### src/rtl/wap_pkg.sv
package wap_pkg;
  localparam int MAXW   = 11;
  localparam int WORD_W = 8;
  localparam int PAGE_W = 4;

  typedef logic [MAXW-1:0] addr_t;

  typedef enum logic [1:0] {
    ACT_HOLD = 2'd0,
    ACT_STEP = 2'd1,
    ACT_BLK  = 2'd2,
    ACT_LOAD = 2'd3
  } act_e;

  function automatic addr_t width_mask(int aw);
    addr_t m;
    for (int i = 0; i < MAXW; i++) m[i] = (i < aw);
    return m;
  endfunction

  function automatic addr_t join_addr(logic [2:0] blk, logic [7:0] w, int bb);
    return {blk, w} & width_mask(WORD_W + bb);
  endfunction

  function automatic addr_t step_write(addr_t a);
    addr_t r;
    r = a;
    r[PAGE_W-1:0] = a[PAGE_W-1:0] + 4'd1;
    return r;
  endfunction

  function automatic addr_t step_read(addr_t a, int aw);
    return (a + addr_t'(1)) & width_mask(aw);
  endfunction

  function automatic addr_t swap_block(addr_t a, logic [2:0] blk, int bb);
    return {blk, a[WORD_W-1:0]} & width_mask(WORD_W + bb);
  endfunction
endpackage

### src/rtl/wap_arbiter.sv
module wap_arbiter
  import wap_pkg::*;
(
  input  logic load_i,
  input  logic blk_upd_i,
  input  logic step_i,
  output act_e act_o
);
  always_comb begin
    if (load_i)         act_o = ACT_LOAD;
    else if (blk_upd_i) act_o = ACT_BLK;
    else if (step_i)    act_o = ACT_STEP;
    else                act_o = ACT_HOLD;
  end
endmodule

### src/rtl/wap_step.sv
module wap_step
  import wap_pkg::*;
#(
  parameter int BLK_BITS = 3,
  localparam int AW = WORD_W + BLK_BITS
) (
  input  logic [AW-1:0] cur_i,
  input  logic          rd_i,
  input  logic [2:0]    blk_i,
  input  logic [7:0]    word_i,
  output logic [AW-1:0] step_o,
  output logic [AW-1:0] load_o,
  output logic [AW-1:0] blk_o,
  output logic          page_wrap_o,
  output logic          array_wrap_o
);
  addr_t cur_w;
  addr_t step_w;
  addr_t load_w;

  always_comb begin
    cur_w  = addr_t'(cur_i);
    step_w = rd_i ? step_read(cur_w, AW) : step_write(cur_w);
    load_w = join_addr(blk_i, word_i, BLK_BITS);
    step_o = step_w[AW-1:0];
    load_o = load_w[AW-1:0];
    page_wrap_o  = !rd_i && (cur_i[PAGE_W-1:0] == '1);
    array_wrap_o = rd_i && (cur_i == '1);
  end

  generate
    if (BLK_BITS == 0) begin : g_no_blk
      assign blk_o = cur_i;
    end else begin : g_blk
      addr_t swap_w;
      always_comb swap_w = swap_block(cur_w, blk_i, BLK_BITS);
      assign blk_o = swap_w[AW-1:0];
    end
  endgenerate
endmodule

### src/rtl/wap_reg.sv
module wap_reg
  import wap_pkg::*;
#(
  parameter int AW = 11
) (
  input  logic          clk,
  input  logic          rst_n,
  input  act_e          act_i,
  input  logic          rd_i,
  input  logic [AW-1:0] step_i,
  input  logic [AW-1:0] load_i,
  input  logic [AW-1:0] blk_i,
  input  logic          page_wrap_i,
  input  logic          array_wrap_i,
  output logic [AW-1:0] addr_o
);
  logic [AW-1:0] nxt;

  always_comb begin
    unique case (act_i)
      ACT_LOAD: nxt = load_i;
      ACT_BLK:  nxt = blk_i;
      ACT_STEP: nxt = step_i;
      default:  nxt = addr_o;
    endcase
  end

  always_ff @(posedge clk or negedge rst_n) begin
    if (!rst_n) addr_o <= '0;
    else        addr_o <= nxt;
  end


  hold_stable_chk: assert property (@(posedge clk) disable iff (!rst_n)
    act_i == ACT_HOLD |=> $stable(addr_o));


  load_take_chk: assert property (@(posedge clk) disable iff (!rst_n)
    act_i == ACT_LOAD |=> addr_o == $past(load_i));


  wr_page_keep_chk: assert property (@(posedge clk) disable iff (!rst_n)
    (act_i == ACT_STEP && !rd_i) |=> addr_o[AW-1:PAGE_W] == $past(addr_o[AW-1:PAGE_W]));


  wr_page_wrap_chk: assert property (@(posedge clk) disable iff (!rst_n)
    (act_i == ACT_STEP && page_wrap_i) |=> addr_o[PAGE_W-1:0] == '0);


  rd_carry_chk: assert property (@(posedge clk) disable iff (!rst_n)
    (act_i == ACT_STEP && rd_i) |=> addr_o == AW'($past(addr_o) + 1'b1));


  rd_roll_chk: assert property (@(posedge clk) disable iff (!rst_n)
    (act_i == ACT_STEP && array_wrap_i) |=> addr_o == '0);


  blk_low_keep_chk: assert property (@(posedge clk) disable iff (!rst_n)
    act_i == ACT_BLK |=> addr_o[WORD_W-1:0] == $past(addr_o[WORD_W-1:0]));
endmodule

### src/rtl/wap_word_ptr.sv
module wap_word_ptr
  import wap_pkg::*;
#(
  parameter int BLK_BITS = 3,
  localparam int ADDR_W = WORD_W + BLK_BITS
) (
  input  logic              clk,
  input  logic              rst_n,
  input  logic              load_i,
  input  logic              blk_upd_i,
  input  logic              step_i,
  input  logic              rd_i,
  input  logic [7:0]        word_i,
  input  logic [2:0]        blk_i,
  output logic [ADDR_W-1:0] addr_o
);
  act_e              act_w;
  logic [ADDR_W-1:0] step_w;
  logic [ADDR_W-1:0] load_w;
  logic [ADDR_W-1:0] blk_w;
  logic              page_wrap_w;
  logic              array_wrap_w;

  wap_arbiter i_arb (
    .load_i    (load_i),
    .blk_upd_i (blk_upd_i),
    .step_i    (step_i),
    .act_o     (act_w)
  );

  wap_step #(.BLK_BITS(BLK_BITS)) i_step (
    .cur_i        (addr_o),
    .rd_i         (rd_i),
    .blk_i        (blk_i),
    .word_i       (word_i),
    .step_o       (step_w),
    .load_o       (load_w),
    .blk_o        (blk_w),
    .page_wrap_o  (page_wrap_w),
    .array_wrap_o (array_wrap_w)
  );

  wap_reg #(.AW(ADDR_W)) i_reg (
    .clk          (clk),
    .rst_n        (rst_n),
    .act_i        (act_w),
    .rd_i         (rd_i),
    .step_i       (step_w),
    .load_i       (load_w),
    .blk_i        (blk_w),
    .page_wrap_i  (page_wrap_w),
    .array_wrap_i (array_wrap_w),
    .addr_o       (addr_o)
  );


  load_first_chk: assert property (@(posedge clk) disable iff (!rst_n)
    (load_i && (blk_upd_i || step_i)) |=> addr_o[7:0] == $past(word_i));


  blk_over_step_chk: assert property (@(posedge clk) disable iff (!rst_n)
    (blk_upd_i && step_i && !load_i) |=> addr_o[7:0] == $past(addr_o[7:0]));
endmodule

### config.mk
export PLATFORM = sky130hd
export DESIGN_NAME = wap_word_ptr
export DESIGN_NICKNAME = d
export VERILOG_FILES = /design/src/rtl/wap_pkg.sv /design/src/rtl/wap_arbiter.sv /design/src/rtl/wap_step.sv /design/src/rtl/wap_reg.sv /design/src/rtl/wap_word_ptr.sv
export SDC_FILE = /design/constraint.sdc
export NUM_CORES = 1
export LEC_CHECK = 0
export ABC_CLOCK_PERIOD_IN_PS = 1600
export BUFFER_PORTS_ARGS = -buffer_cell sky130_fd_sc_hd__buf_2
export CAP_MARGIN = 5
export CORE_UTILIZATION = 43
export DETAILED_ROUTE_END_ITERATION = 8
export GPL_ROUTABILITY_DRIVEN = 0
export GPL_TIMING_DRIVEN = 0
export PLACE_DENSITY = 0.73
export SLEW_MARGIN = 20
export SYNTH_ARGS = -nofsm -noshare
export SYNTH_HDL_FRONTEND = slang
export SYNTH_SLANG_ARGS = --single-unit
export TNS_END_PERCENT = 50
### constraint.sdc
create_clock -name clk -period 1.6 [get_ports clk]
set_clock_uncertainty 0.15 [all_clocks]
set_input_delay 0.32 -clock clk [delete_from_list [all_inputs] [get_ports clk]]
set_output_delay 0.32 -clock clk [all_outputs]
set_load 0.05 [all_outputs]
==> summary.txt <==
Status
  – Status: finished with violations
  – Failing checks: setup timing

Place
  – Final HPWL DP: 1571 um
  – Port Buffers: 27
  – Dpl cell area: slightly above 1000 um^2
  – Inst Count DP: 146

Worst setup path
  – Reg-to-reg slack, setup: -70 ps
  – Slowest CP cell: o21ai_1
  – CP top delay family: compound AO/OA/AOI/OAI gates
  – Crit path required time: approximately 1600 ps
  – Critical Path Source Type: input port
  – Reg2reg path depth: 4
  – Setup CP Type: in -> reg
  – CP peak stage delay: 290 ps
  – Arrival time worst endpoint: around 1700 ps
  – Worst path bufs/invs: 2
  – Crit path max fanout: 4
  – Crit-path cells: buf_6 -> nor2b_4 -> nor2_4 -> ha_4 -> buf_4 -> o21ai_1 -> o41ai_4 -> a22o_1
  – Critical R2R Launch: i_reg.addr_o[3]$_DFFE_PN0P_
  – Reg-to-reg critical path endpoint: i_reg.addr_o[10]$_DFFE_PN0P_
  – Crit end category: register

Yosys
  – Main area contributors after synthesis: dfrtp_1 (35%), a22o_1 (7.8%), o21ai_0 (7.6%)
  – Netlist cell types: 24
  – Post-synthesis sequential area ratio: 0.3487
  – Syn nets: between 100 and 150
  – Async S/R FF share, synth: 1.000
  – Yosys reg bits: 11
  – Primary FF master, synth: dfrtp_1
  – Post-synthesis cell count: 94
  – Number of synthesized flops with an enable pin: 0
  – Synth Cell Area: between 700 and 800 um^2
  – Synthesis warning total: 0
  – Syn_area_per_cell: 8.399 um^2
  – Leading area contributor after synthesis: dfrtp_1
  – Synth top area share: 0.3487

Global route
  – Initial antenna violation count: 0
  – Remaining global-route overflow: 0
  – GRT Total Usage: 0.2492
  – Vias in the first global route: 781
  – First-pass GRT wire length: between 3000 and 4000 um
  – Largest net degree at the start of global routing: 12

Drt
  – DRT iter0 DRCs: 17
  – Final wirelength: about 2500 um
  – Detail Route Antenna Nets: 0
  – Via-per-instance ratio: between 5 and 6
  – Avg WL per Cell: ~15 um
  – Vias: 939
  – DRC Markers: 0
  – TritonRoute pass-1 iters: 4

Final layout
  – Layout cell share with drive strength beyond 1: 0.5493
  – Register area: 282.8 um^2
  – Area of the multi-input gates: approximately 650 um^2
  – Most common cell after layout, fill and taps aside: buf_2
  – Most frequent cells in the layout: buf_2 (24), buf_4 (13), nand2_1 (11)
  – # diodes: 0
  – Finished layout cell area: 1325 um^2
  – Final Net Count: about 160
  – Largest registers: i_reg.addr_o (11)
  – Fin util: 0.7674
  – Top reg by flops: i_reg.addr_o
  – FILL cells: approximately 130
  – Area Overhead vs Synth: 67.83%
  – Final cell count without fillers: between 150 and 200
  – Max reg flops: 11

Floorplanning
  – Die height: 44.85 um
  – I/O pin cnt: 28
  – Die Area: ~2000 um^2
  – Die X: 44.85 um
  – Starting Density: 0.4572
  – Rows: 15
  – Core ar.: approximately 1700 um^2

Power and ir drop
  – Comb pwr share: 0.427
  – Reg power frac: 0.381
  – Sw frac: 0.4291
  – Maximum vdd drop: slightly below 700 uV
  – LEAKAGE: 0.6038 nW
  – Pwr Density: between 700 and 800 nW/um^2
  – Clock share of power: 0.192
  – Psw: roughly 0.44 mW
  – Power Internal: approximately 0.58 mW

CTS
  – Clock transition at the registers of the reported paths: roughly 70 ps
  – CTS max path bufs: 2
  – Worst-skew pair later-pin latency: 270 ps
  – Root Driver: clkbuf_4
  – CTS Sinks: 11
  – CTS Buf Count: 3
  – H-tree Lvls: 1
  – CTS tree: built

STA
  – RSZ-0062 raised after global routing: yes
  – Final hold slack: approximately 150 ps
  – Post-route setup slack: -107.3 ps
  – Final hold vios: 0
  – Fin crit share: 1.067
  – Max Freq: just under 0.6 GHz
  – Final setup viols: 7
  – Final Slew Violations: 0
  – Slew @ Worst Pin: around 330 ps
  – Tmin final: 1707 ps
  – Worst slew margin: 0.7817

Worst hold path
  – Worst hold endpoint: i_reg.addr_o[2]$_DFFE_PN0P_
  – Hold Crit Class: in -> reg
  – Hold path cells: 3
  – Hold path startpoint: word_i[2]

Flow run
  – Max cap viols: 0
-- cell type report --
cell class                      count  area share
Sequential cell                    11      0.2134
Clock buffer                        4     0.01983
Timing Repair Buffer               44      0.2229
Buffer                              2     0.01511
Inverter                            4     0.01322
Multi-Input combinational cell     77      0.4920
Tap cell                           25     0.02361
-- how the worst max path moves through the flow --
stage	startpoint	to	slack, ps	cells past startpoint
after floorplan	step_i	i_reg.addr_o[8]$_DFFE_PN0P_	-230	7
after global placement	step_i	i_reg.addr_o[8]$_DFFE_PN0P_	-540	8
after detailed placement	step_i	i_reg.addr_o[8]$_DFFE_PN0P_	-580	8
after CTS	blk_upd_i	i_reg.addr_o[8]$_DFFE_PN0P_	-120	8
after global routing	step_i	i_reg.addr_o[5]$_DFFE_PN0P_	-140	9
final	step_i	i_reg.addr_o[10]$_DFFE_PN0P_	-110	8
-- through the flow --
stage | total power, mW | TNS (ps) | setup WS [ps]
2_1_floorplan | 0.6272 | -1513 | -232.6
3_3_place_gp | 0.7206 | -4712 | -540.0
3_5_place_dp | 0.7290 | -5049 | -580.4
4_1_cts | 0.9548 | -603.0 | -118.1
5_1_grt | 1.074 | -911.4 | -144.4
6_report | 1.022 | -567.0 | -107.3
-- logic make-up after synthesis --
kind of cell / after synthesis / synth area share
flip-flops: 11 / 0.3486
AND/OR/NAND/NOR: 38 / 0.2472
buffers and inverters: 6 / 0.02852
adder cells (fa/ha/maj): 4 / 0.06339
AO/OA/AOI/OAI: 34 / 0.2979
multiplexers: 1 / 0.01426
-- power by group through the flow --
| stage | clock [mW] | sequential (mW) | combinational [mW] |
|---|---|---|---|
| floorplan | 0 | 0.499 | 0.129 |
| global placement | 0 | 0.375 | 0.345 |
| detailed placement | 0 | 0.378 | 0.351 |
| CTS | 0.195 | 0.376 | 0.384 |
| global route | 0.213 | 0.396 | 0.465 |
| finish | 0.197 | 0.389 | 0.436 |
-- what timing repair did --
item / in CTS / in global routing
pin swaps: 5 / 11
cloned: 1 / 0
gates resized for setup: 16 / 23
setup buffers: 6 / 9
endpoints found under the setup margin: 9 / 9
hold buffers: 1 / 0
hold endpoints to repair: 11 / 0
-- synth_stat cells (3+ instances only) --
| master | count |
|---|---|
| a21oi_1 | 5 |
| inv_1 | 4 |
| nand2_1 | 12 |
| nand3_1 | 5 |
| o21ai_0 | 12 |
| nor2_1 | 8 |
| nor3_1 | 3 |
| a22o_1 | 7 |
| ha_1 | 4 |
| dfrtp_1 | 11 |
| o41ai_1 | 4 |
-- worst min-delay path: stages --
cell      delay, ps
buf_2            70
nand3_1          70
o211ai_1         70
-- layer usage --
metal / vias to the layer above / part of all wire / GRT usage
li1: 446 / - / -
met1: 452 / 0.39 / 0.2956
met3: 9 / 0.039 / 0.04800
met4: 0 / 0.035 / 0.1273
met2: 32 / 0.53 / 0.4265
met5: - / 0 / 0
No activity file was read; power rests on OpenSTA's default activity.
